[config.mk]
export PLATFORM = sky130hd
export DESIGN_NAME = gpio_edge_bank
export DESIGN_NICKNAME = d
export VERILOG_FILES = /design/src/rtl/gpio_edge_pkg.sv /design/src/rtl/gpio_edge_sync.sv /design/src/rtl/gpio_edge_classify.sv /design/src/rtl/gpio_edge_status.sv /design/src/rtl/gpio_edge_bank.sv
export SDC_FILE = /design/constraint.sdc
export NUM_CORES = 1
export LEC_CHECK = 0
export BUFFER_PORTS_ARGS = -buffer_cell sky130_fd_sc_hd__buf_2
export CAP_MARGIN = 0
export CORE_MARGIN = 8
export CORE_UTILIZATION = 31
export DETAILED_ROUTE_END_ITERATION = 8
export PLACE_DENSITY = 0.54
export REMOVE_ABC_BUFFERS = 1
export SYNTH_ARGS = -nofsm -noshare
export SYNTH_HDL_FRONTEND = slang
export SYNTH_SLANG_ARGS = --single-unit
[constraint.sdc]
create_clock -name clk -period 1.5 [get_ports clk]
set_input_delay 0.075 -clock clk [delete_from_list [all_inputs] [get_ports clk]]
set_output_delay 0.075 -clock clk [all_outputs]
set_load 0.03 [all_outputs]
[src/rtl/gpio_edge_pkg.sv]
package gpio_edge_pkg;

   localparam int unsigned REG_ADDR_W = 3;

   typedef enum logic [REG_ADDR_W-1:0] {
      RS_DIR    = 3'd0,
      RS_DOUT   = 3'd1,
      RS_DATA   = 3'd2,
      RS_IEN    = 3'd3,
      RS_POL    = 3'd4,
      RS_STAT_A = 3'd5,
      RS_STAT_D = 3'd6,
      RS_NONE   = 3'd7
   } reg_sel_e;

endpackage

[src/rtl/gpio_edge_sync.sv]
module gpio_edge_sync #(
   parameter int unsigned WIDTH  = 32,
   parameter int unsigned STAGES = 2
) (
   input  logic             clk,
   input  logic             rst_n,
   input  logic [WIDTH-1:0] async_i,
   output logic [WIDTH-1:0] sync_o
);

   logic [STAGES-1:0][WIDTH-1:0] chain_q;

   generate
      if (STAGES < 2) begin : g_bad_stages
         $error("gpio_edge_sync: STAGES must be at least 2");
      end
   endgenerate

   always_ff @(posedge clk or negedge rst_n) begin
      if (!rst_n) begin
         chain_q <= '0;
      end else begin
         chain_q <= {chain_q[STAGES-2:0], async_i};
      end
   end

   assign sync_o = chain_q[STAGES-1];

endmodule

[src/rtl/gpio_edge_classify.sv]
module gpio_edge_classify #(
   parameter int unsigned WIDTH = 31
) (
   input  logic             clk,
   input  logic             rst_n,
   input  logic [WIDTH-1:0] level_i,
   input  logic [WIDTH-1:0] pol_i,
   output logic [WIDTH-1:0] assert_ev_o,
   output logic [WIDTH-1:0] deassert_ev_o
);

   logic [WIDTH-1:0] prev_q;
   logic [WIDTH-1:0] rise;
   logic [WIDTH-1:0] fall;

   always_ff @(posedge clk or negedge rst_n) begin
      if (!rst_n) begin
         prev_q <= '0;
      end else begin
         prev_q <= level_i;
      end
   end

   always_comb begin
      rise          = level_i & ~prev_q;
      fall          = ~level_i & prev_q;
      assert_ev_o   = (rise & pol_i) | (fall & ~pol_i);
      deassert_ev_o = (fall & pol_i) | (rise & ~pol_i);
   end

   AST_EDGE_KINDS_EXCLUSIVE: assert property (@(posedge clk) disable iff (!rst_n)
      (assert_ev_o & deassert_ev_o) == '0);

   AST_EVENT_NEEDS_CHANGE: assert property (@(posedge clk) disable iff (!rst_n)
      (|(assert_ev_o | deassert_ev_o)) |=> (prev_q != $past(prev_q)));

endmodule

[src/rtl/gpio_edge_status.sv]
module gpio_edge_status #(
   parameter int unsigned DATA_W    = 32,
   parameter int unsigned STAT_PINS = 31
) (
   input  logic                 clk,
   input  logic                 rst_n,
   input  logic [STAT_PINS-1:0] ev_i,
   input  logic [STAT_PINS-1:0] en_i,
   input  logic [DATA_W-1:0]    clr_i,
   output logic [DATA_W-1:0]    stat_o,
   output logic                 irq_o
);

   function automatic logic [DATA_W-1:0] live_mask();
      logic [DATA_W-1:0] m;
      m = '0;
      for (int i = 1; i <= int'(STAT_PINS); i++) begin
         m[i] = 1'b1;
      end
      return m;
   endfunction

   localparam logic [DATA_W-1:0] LIVE = live_mask();

   logic [DATA_W-1:0] stat_q;
   logic [DATA_W-1:0] ev_full;
   logic [DATA_W-1:0] en_full;

   generate
      if (STAT_PINS + 1 > DATA_W) begin : g_bad_width
         $error("gpio_edge_status: STAT_PINS must leave bit 0 free");
      end
   endgenerate

   always_comb begin
      ev_full = '0;
      en_full = '0;
      ev_full[STAT_PINS:1] = ev_i;
      en_full[STAT_PINS:1] = en_i;
   end

   always_ff @(posedge clk or negedge rst_n) begin
      if (!rst_n) begin
         stat_q <= '0;
      end else begin
         stat_q <= ((stat_q & ~clr_i) | ev_full) & LIVE;
      end
   end

   assign stat_o = stat_q;
   assign irq_o  = |(stat_q & en_full);

   AST_EVENT_WINS: assert property (@(posedge clk) disable iff (!rst_n)
      (|ev_i) |=> ((stat_q[STAT_PINS:1] & $past(ev_i)) == $past(ev_i)));

   AST_W1C_CLEARS: assert property (@(posedge clk) disable iff (!rst_n)
      (|(clr_i[STAT_PINS:1] & ~ev_i)) |=>
      ((stat_q[STAT_PINS:1] & $past(clr_i[STAT_PINS:1] & ~ev_i)) == '0));

   AST_SET_NEEDS_EVENT: assert property (@(posedge clk) disable iff (!rst_n)
      ((stat_q[STAT_PINS:1] & ~$past(stat_q[STAT_PINS:1]) & ~$past(ev_i)) == '0));

endmodule

[src/rtl/gpio_edge_bank.sv]
module gpio_edge_bank
   import gpio_edge_pkg::*;
#(
   parameter int unsigned NUM_PINS    = 32,
   parameter int unsigned DATA_W      = 32,
   parameter int unsigned SYNC_STAGES = 2
) (
   input  logic                  clk,
   input  logic                  rst_n,
   input  logic                  bus_sel,
   input  logic                  bus_wr,
   input  logic [REG_ADDR_W-1:0] bus_addr,
   input  logic [DATA_W-1:0]     bus_wdata,
   output logic [DATA_W-1:0]     bus_rdata,
   input  logic [NUM_PINS-1:0]   pin_in,
   output logic [NUM_PINS-1:0]   pin_out,
   output logic [NUM_PINS-1:0]   pin_oe,
   output logic                  irq_assert,
   output logic                  irq_deassert
);

   localparam int unsigned STAT_PINS = (NUM_PINS < DATA_W - 1) ? NUM_PINS : DATA_W - 1;

   generate
      if (NUM_PINS < 1 || NUM_PINS > DATA_W) begin : g_bad_pins
         $error("gpio_edge_bank: NUM_PINS must be 1..DATA_W");
      end
      if (DATA_W < 2) begin : g_bad_data
         $error("gpio_edge_bank: DATA_W must be at least 2");
      end
   endgenerate

   reg_sel_e            sel_e;
   logic                wr_en;
   logic                rd_en;
   logic [NUM_PINS-1:0] dir_q;
   logic [NUM_PINS-1:0] dout_q;
   logic [NUM_PINS-1:0] ien_q;
   logic [NUM_PINS-1:0] pol_q;
   logic [NUM_PINS-1:0] sync_lvl;
   logic [STAT_PINS-1:0] ev_a;
   logic [STAT_PINS-1:0] ev_d;
   logic [DATA_W-1:0]   clr_a;
   logic [DATA_W-1:0]   clr_d;
   logic [DATA_W-1:0]   stat_a;
   logic [DATA_W-1:0]   stat_d;
   logic [DATA_W-1:0]   rd_mux;
   logic [NUM_PINS-1:0] wpins;

   assign sel_e = reg_sel_e'(bus_addr);
   assign wr_en = bus_sel & bus_wr;
   assign rd_en = bus_sel & ~bus_wr;
   assign wpins = bus_wdata[NUM_PINS-1:0];

   // Control registers
   always_ff @(posedge clk or negedge rst_n) begin
      if (!rst_n) begin
         dir_q  <= '0;
         dout_q <= '0;
         ien_q  <= '0;
         pol_q  <= '0;
      end else if (wr_en) begin
         case (sel_e)
            RS_DIR:  dir_q  <= wpins;
            RS_DOUT: dout_q <= wpins;
            RS_IEN:  ien_q  <= wpins;
            RS_POL:  pol_q  <= wpins;
            default: ;
         endcase
      end
   end

   assign pin_oe  = dir_q;
   assign pin_out = dout_q;

   gpio_edge_sync #(
      .WIDTH  (NUM_PINS),
      .STAGES (SYNC_STAGES)
   ) u_sync (
      .clk     (clk),
      .rst_n   (rst_n),
      .async_i (pin_in),
      .sync_o  (sync_lvl)
   );

   gpio_edge_classify #(
      .WIDTH (STAT_PINS)
   ) u_classify (
      .clk           (clk),
      .rst_n         (rst_n),
      .level_i       (sync_lvl[STAT_PINS-1:0]),
      .pol_i         (pol_q[STAT_PINS-1:0]),
      .assert_ev_o   (ev_a),
      .deassert_ev_o (ev_d)
   );

   assign clr_a = (wr_en && sel_e == RS_STAT_A) ? bus_wdata : '0;
   assign clr_d = (wr_en && sel_e == RS_STAT_D) ? bus_wdata : '0;

   gpio_edge_status #(
      .DATA_W    (DATA_W),
      .STAT_PINS (STAT_PINS)
   ) u_stat_assert (
      .clk    (clk),
      .rst_n  (rst_n),
      .ev_i   (ev_a),
      .en_i   (ien_q[STAT_PINS-1:0]),
      .clr_i  (clr_a),
      .stat_o (stat_a),
      .irq_o  (irq_assert)
   );

   gpio_edge_status #(
      .DATA_W    (DATA_W),
      .STAT_PINS (STAT_PINS)
   ) u_stat_deassert (
      .clk    (clk),
      .rst_n  (rst_n),
      .ev_i   (ev_d),
      .en_i   (ien_q[STAT_PINS-1:0]),
      .clr_i  (clr_d),
      .stat_o (stat_d),
      .irq_o  (irq_deassert)
   );

   // Read path
   always_comb begin
      rd_mux = '0;
      case (sel_e)
         RS_DIR:    rd_mux[NUM_PINS-1:0] = dir_q;
         RS_DOUT:   rd_mux[NUM_PINS-1:0] = dout_q;
         RS_DATA:   rd_mux[NUM_PINS-1:0] = (dout_q & dir_q) | (sync_lvl & ~dir_q);
         RS_IEN:    rd_mux[NUM_PINS-1:0] = ien_q;
         RS_POL:    rd_mux[NUM_PINS-1:0] = pol_q;
         RS_STAT_A: rd_mux = stat_a;
         RS_STAT_D: rd_mux = stat_d;
         default:   rd_mux = '0;
      endcase
   end

   always_ff @(posedge clk or negedge rst_n) begin
      if (!rst_n) begin
         bus_rdata <= '0;
      end else if (rd_en) begin
         bus_rdata <= rd_mux;
      end
   end

   AST_OE_TRACKS_DIR: assert property (@(posedge clk) disable iff (!rst_n)
      (wr_en && sel_e == RS_DIR) |=> (pin_oe == $past(wpins)));

   AST_DATA_WRITE_INERT: assert property (@(posedge clk) disable iff (!rst_n)
      (wr_en && (sel_e == RS_DATA || sel_e == RS_NONE)) |=>
      ($stable(dir_q) && $stable(dout_q) && $stable(ien_q) && $stable(pol_q)));

   AST_STAT_READ_BIT0_ZERO: assert property (@(posedge clk) disable iff (!rst_n)
      (rd_en && (sel_e == RS_STAT_A || sel_e == RS_STAT_D)) |=> (bus_rdata[0] == 1'b0));

   AST_IRQ_NEEDS_ENABLE: assert property (@(posedge clk) disable iff (!rst_n)
      (irq_assert || irq_deassert) |-> (|ien_q));

endmodule

==> impl_results.html <==
<table>
<tr><th>Metric</th><th>Value</th></tr>
<tr><th colspan="2">Setup path</th></tr>
<tr><td>Maximum fanout encountered on the critical timing path</td><td>4</td></tr>
<tr><td>Worst Setup EP</td><td>irq_deassert</td></tr>
<tr><td>Required time of the critical path</td><td>1.42 ns</td></tr>
<tr><td>Crit path from</td><td>ien_q[0]</td></tr>
<tr><td>Reg2Reg Launch Point</td><td>u_stat_assert.stat_o[30]</td></tr>
<tr><td>Startpoint types</td><td>register</td></tr>
<tr><td>Count of cells along the worst register-to-register path</td><td>5</td></tr>
<tr><td>Critical path class</td><td>register to output port</td></tr>
<tr><td>Crit Reg-Reg Endpoint</td><td>bus_rdata[30]</td></tr>
<tr><td>Crit path DAT</td><td>2.29 ns</td></tr>
<tr><td>Capturing element type of the critical path</td><td>output port</td></tr>
<tr><td>Worst-case register-to-register setup slack</td><td>0.01 ns</td></tr>
<tr><th colspan="2">Power</th></tr>
<tr><td>Switching power summed over all nets</td><td>8.360 mW</td></tr>
<tr><td>Combinational Power Share</td><td>22.4%</td></tr>
<tr><td>Relative contribution of sequential cells to total power</td><td>42.1%</td></tr>
<tr><td>Share of power burned in the clock network</td><td>35.4%</td></tr>
<tr><td>Internal</td><td>17.87 mW</td></tr>
<tr><td>Fraction of power spent switching nets</td><td>31.87%</td></tr>
<tr><td>Max IR drop VDD</td><td>0.0008582 V</td></tr>
<tr><td>Power per Cell Area</td><td>1405 nW/um2</td></tr>
<tr><td>LEAKAGE</td><td>8.101 nW</td></tr>
<tr><td>Overall power after layout</td><td>26.23 mW</td></tr>
<tr><th colspan="2">Global route</th></tr>
<tr><td>Overflow left after global routing</td><td>0</td></tr>
<tr><td>Wire length of the first global-routing pass</td><td>75.56 mm</td></tr>
<tr><td>Maximum number of pins on one net before global-route repair</td><td>65</td></tr>
<tr><td>Antenna violations before repair</td><td>1</td></tr>
<tr><td>Vias in the first global route</td><td>11.94k</td></tr>
<tr><td>Overall global routing resource usage</td><td>19.67%</td></tr>
<tr><th colspan="2">Run</th></tr>
<tr><td>Count of maximum capacitance violations</td><td>0</td></tr>
<tr><th colspan="2">Drt</th></tr>
<tr><td>Via count</td><td>11.46k</td></tr>
<tr><td>Detailed Routing Iterations Pass 1</td><td>6</td></tr>
<tr><td>Detail-routed net length per standard cell</td><td>23.08 um</td></tr>
<tr><td>Final antenna-violating net count</td><td>0</td></tr>
<tr><td>Iter 0 DRT Violations</td><td>865</td></tr>
<tr><td>Detailed Route WL</td><td>50.10 mm</td></tr>
<tr><td># DRC</td><td>0</td></tr>
<tr><td>Detail-routed via count per cell</td><td>5.277</td></tr>
<tr><th colspan="2">Clock network</th></tr>
<tr><td>Clock input transition at the sequential cells of the worst setup and hold paths</td><td>0.06 ns</td></tr>
<tr><td>Clock insertion delay at the later pin of the skew report</td><td>0.55 ns</td></tr>
<tr><td>Clock sink count</td><td>317</td></tr>
<tr><td>Inserted Clock Buffers</td><td>38</td></tr>
<tr><td>CTS HTree Levels</td><td>2</td></tr>
<tr><td>TritonCTS clock tree</td><td>yes</td></tr>
<tr><td>Clock Root Buffer</td><td>sky130_fd_sc_hd__clkbuf_16</td></tr>
<tr><td>Maximum clock insertion buffer count</td><td>3</td></tr>
<tr><th colspan="2">Synth</th></tr>
<tr><td>YS warnings</td><td>0</td></tr>
<tr><td>Number of distinct library cell variants in the gate-level netlist after synthesis</td><td>47</td></tr>
<tr><td>Post-Syn Area per Cell</td><td>11.87 um2</td></tr>
<tr><td>Number of storage elements in the synthesis netlist</td><td>317</td></tr>
<tr><td>Seq/Total Area, Yosys</td><td>58.23%</td></tr>
<tr><td>Top area cells in the synthesized netlist</td><td>sky130_fd_sc_hd__dfrtp_1 58%, sky130_fd_sc_hd__mux2_2 9.4%, sky130_fd_sc_hd__a221o_1 5.5%</td></tr>
<tr><td>Synthesized instance count</td><td>1148</td></tr>
<tr><td>Largest area contributor in the synthesized netlist</td><td>sky130_fd_sc_hd__dfrtp_1</td></tr>
<tr><td>Area fraction of the dominant cell type after synthesis</td><td>58.23%</td></tr>
<tr><td>Post-synth design cell area</td><td>13620 um2</td></tr>
<tr><th colspan="2">Floorplanning</th></tr>
<tr><td>Die ar.</td><td>50900 um2</td></tr>
<tr><td>IO Count</td><td>169</td></tr>
<tr><td>Die height</td><td>225.6 um</td></tr>
<tr><td>Horizontal die dimension</td><td>225.6 um</td></tr>
<tr><td>Count of standard-cell rows</td><td>77</td></tr>
<tr><td>Starting utilization of the core area</td><td>31.07%</td></tr>
<tr><td>Floorplan Core Area</td><td>43840 um2</td></tr>
<tr><th colspan="2">Placed design</th></tr>
<tr><td>Number of buffers inserted by port buffering</td><td>168</td></tr>
<tr><td>Dpl cells</td><td>2041</td></tr>
<tr><td>DP Worst Slack</td><td>-0.5190 ns</td></tr>
<tr><td>Detailed Place HPWL</td><td>36.34 mm</td></tr>
<tr><td>RePlAce Congestion</td><td>0.8934</td></tr>
<tr><th colspan="2">Layout</th></tr>
<tr><td>Area of the multi-input gates</td><td>5364 um2</td></tr>
<tr><td>Post-layout utilization of the core</td><td>42.60%</td></tr>
<tr><td>Leading cell type in the layout, fill and taps excluded</td><td>sky130_fd_sc_hd__dfrtp_1</td></tr>
<tr><td>Syn-to-layout area delta</td><td>37.09%</td></tr>
<tr><td>Highest-count cells in the layout ignoring fill and taps</td><td>317 x sky130_fd_sc_hd__dfrtp_1, 169 x sky130_fd_sc_hd__buf_4, 165 x sky130_fd_sc_hd__buf_2, 161 x sky130_fd_sc_hd__nand2_1, 113 x sky130_fd_sc_hd__mux2_2</td></tr>
<tr><td>Fill cells</td><td>4116</td></tr>
<tr><td>Antenna diode count</td><td>0</td></tr>
<tr><td>Layout cells sized above 1</td><td>35.02%</td></tr>
<tr><td>FF+latch area</td><td>7933 um2</td></tr>
<tr><td>Post-Layout Cell Count</td><td>2171</td></tr>
<tr><td>Layout Nets</td><td>1627</td></tr>
<tr><th colspan="2">STA</th></tr>
<tr><td>Count of final setup violators</td><td>2</td></tr>
<tr><td>Pin slew with the least headroom to its limit</td><td>0.4819 ns</td></tr>
<tr><td>Skew final</td><td>0.01489 ns</td></tr>
<tr><td>Setup slack of the critical path after layout</td><td>-0.8676 ns</td></tr>
<tr><td>Final min period</td><td>2.368 ns</td></tr>
<tr><td>Sum of negative setup slack</td><td>-1.670 ns</td></tr>
<tr><td>Maximum clock frequency</td><td>422.4 MHz</td></tr>
<tr><td>Tcrit/Tclk final</td><td>157.8%</td></tr>
<tr><td>Setup repair after global routing missed its margin</td><td>true</td></tr>
<tr><td>Number of hold violations in the final report</td><td>0</td></tr>
<tr><td>Final-report max-slew violation count</td><td>0</td></tr>
<tr><td>Slew HR</td><td>67.76%</td></tr>
<tr><th colspan="2">Worst hold path</th></tr>
<tr><td>Worst Hold Class</td><td>input port to register</td></tr>
<tr><th colspan="2">Status</th></tr>
<tr><td>Status</td><td>complete, but fails checks</td></tr>
<tr><td>Violations in the final reports</td><td>negative setup slack</td></tr>
</table>
-- worst max-delay path, cell delays in order, from the launching register on --
cell	delay, ns
sky130_fd_sc_hd__dfrtp_1	0.42
sky130_fd_sc_hd__a22o_1	0.22
sky130_fd_sc_hd__a221oi_2	0.23
sky130_fd_sc_hd__nand3_1	0.10
sky130_fd_sc_hd__or4_4	0.60
sky130_fd_sc_hd__buf_6	0.17
-- power groups by stage --
| stage | Clock, mW | Sequential, mW | Combinational (mW) |
|---|---|---|---|
| global route | 9.81 | 11.2 | 6.33 |
| finish | 9.30 | 11.0 | 5.89 |
| global placement | 0 | 11.1 | 5.70 |
| CTS | 9.51 | 11.0 | 5.93 |
| detailed placement | 0 | 11.2 | 5.74 |
| floorplan | 0 | 11.9 | 2.00 |
-- synth_stat cells (all sizes together) --
cell,n
dfrtp,317
nand2,161
mux2,118
nor2,102
a221o,75
a22oi,48
buf,42
o21ai,41
mux2i,28
a21oi,23
a221oi,20
clkbuf,20
o2bb2ai,20
inv,17
nor3b,16
o221ai,13
a222oi,12
a31oi,11
nor2b,10
a32o,7
nand2b,7
a22o,5
nand3,5
nand4,4
nor3,4
a32oi,3
nor4b,3
a211oi,2
and3,2
and3b,2
or4,2
a311o,1
a31o,1
and2b,1
nand3b,1
nor4,1
nor4bb,1
o31ai,1
or3b,1
-- cells by family after synthesis --
family | after synthesis | synth area share (%)
flops | 317 | 58.23
mux | 146 | 11.81
compound gates | 283 | 16.63
simple gates | 323 | 10.46
buf+inv | 79 | 2.857
-- final cells by class --
class	count	share of cell area [%]
Inverter	17	0.3417
Clock inverter	13	0.8643
Tap cell	592	3.966
Multi-Input combinational cell	752	28.72
Sequential cell	317	42.48
Timing Repair Buffer	430	17.86
Clock buffer	50	5.769
-- flip-flops by register name, summed over array words and instances, names as in the netlist, 32 cells and up --
| name | cells |
|---|---|
| bus_rdata | 32 |
| ien_q | 32 |
| pin_oe | 32 |
| pin_out | 32 |
| pol_q | 32 |
| u_sync.chain_q | 32 |
| u_sync.sync_o | 32 |
-- metal layers --
layer	wire [um]	track usage, %
met2	22860	30.82
met5	12	0
met4	1930	8.113
met3	3521	4.285
met1	21780	26.17
-- how the worst min path moves through the flow --
stage                      startpoint                  to  slack [ns]  cells after the start
after global routing      bus_addr[0]       bus_rdata[21]        0.14                      3
final                     bus_addr[0]       bus_rdata[21]        0.14                      3
after global placement          rst_n  u_sync.chain_q[18]       -0.03                      1
after floorplan                 rst_n        bus_rdata[0]       -0.22                      0
after detailed placement        rst_n  u_sync.chain_q[18]       -0.03                      1
after CTS                 bus_addr[0]       bus_rdata[21]        0.11                      3
-- repair_timing --
item | CTS | global route
pin swaps | 6 | 4
setup endpoints to repair | 3 | 3
hold buffers | 66 | 0
resized for setup | 10 | 2
hold endpoints to repair | 538 | 0
setup buffers | 0 | 1
-- through the flow --
step | hold WS, ns | cell area (um2)
floorplan | -0.2206 | 13300
global placement | -0.02717 | 16710
detailed placement | -0.02531 | 16710
CTS | 0.1123 | 18660
global route | 0.1416 | 18670
finish | 0.1367 | 18670
No activity file was read; power rests on OpenSTA's default activity.
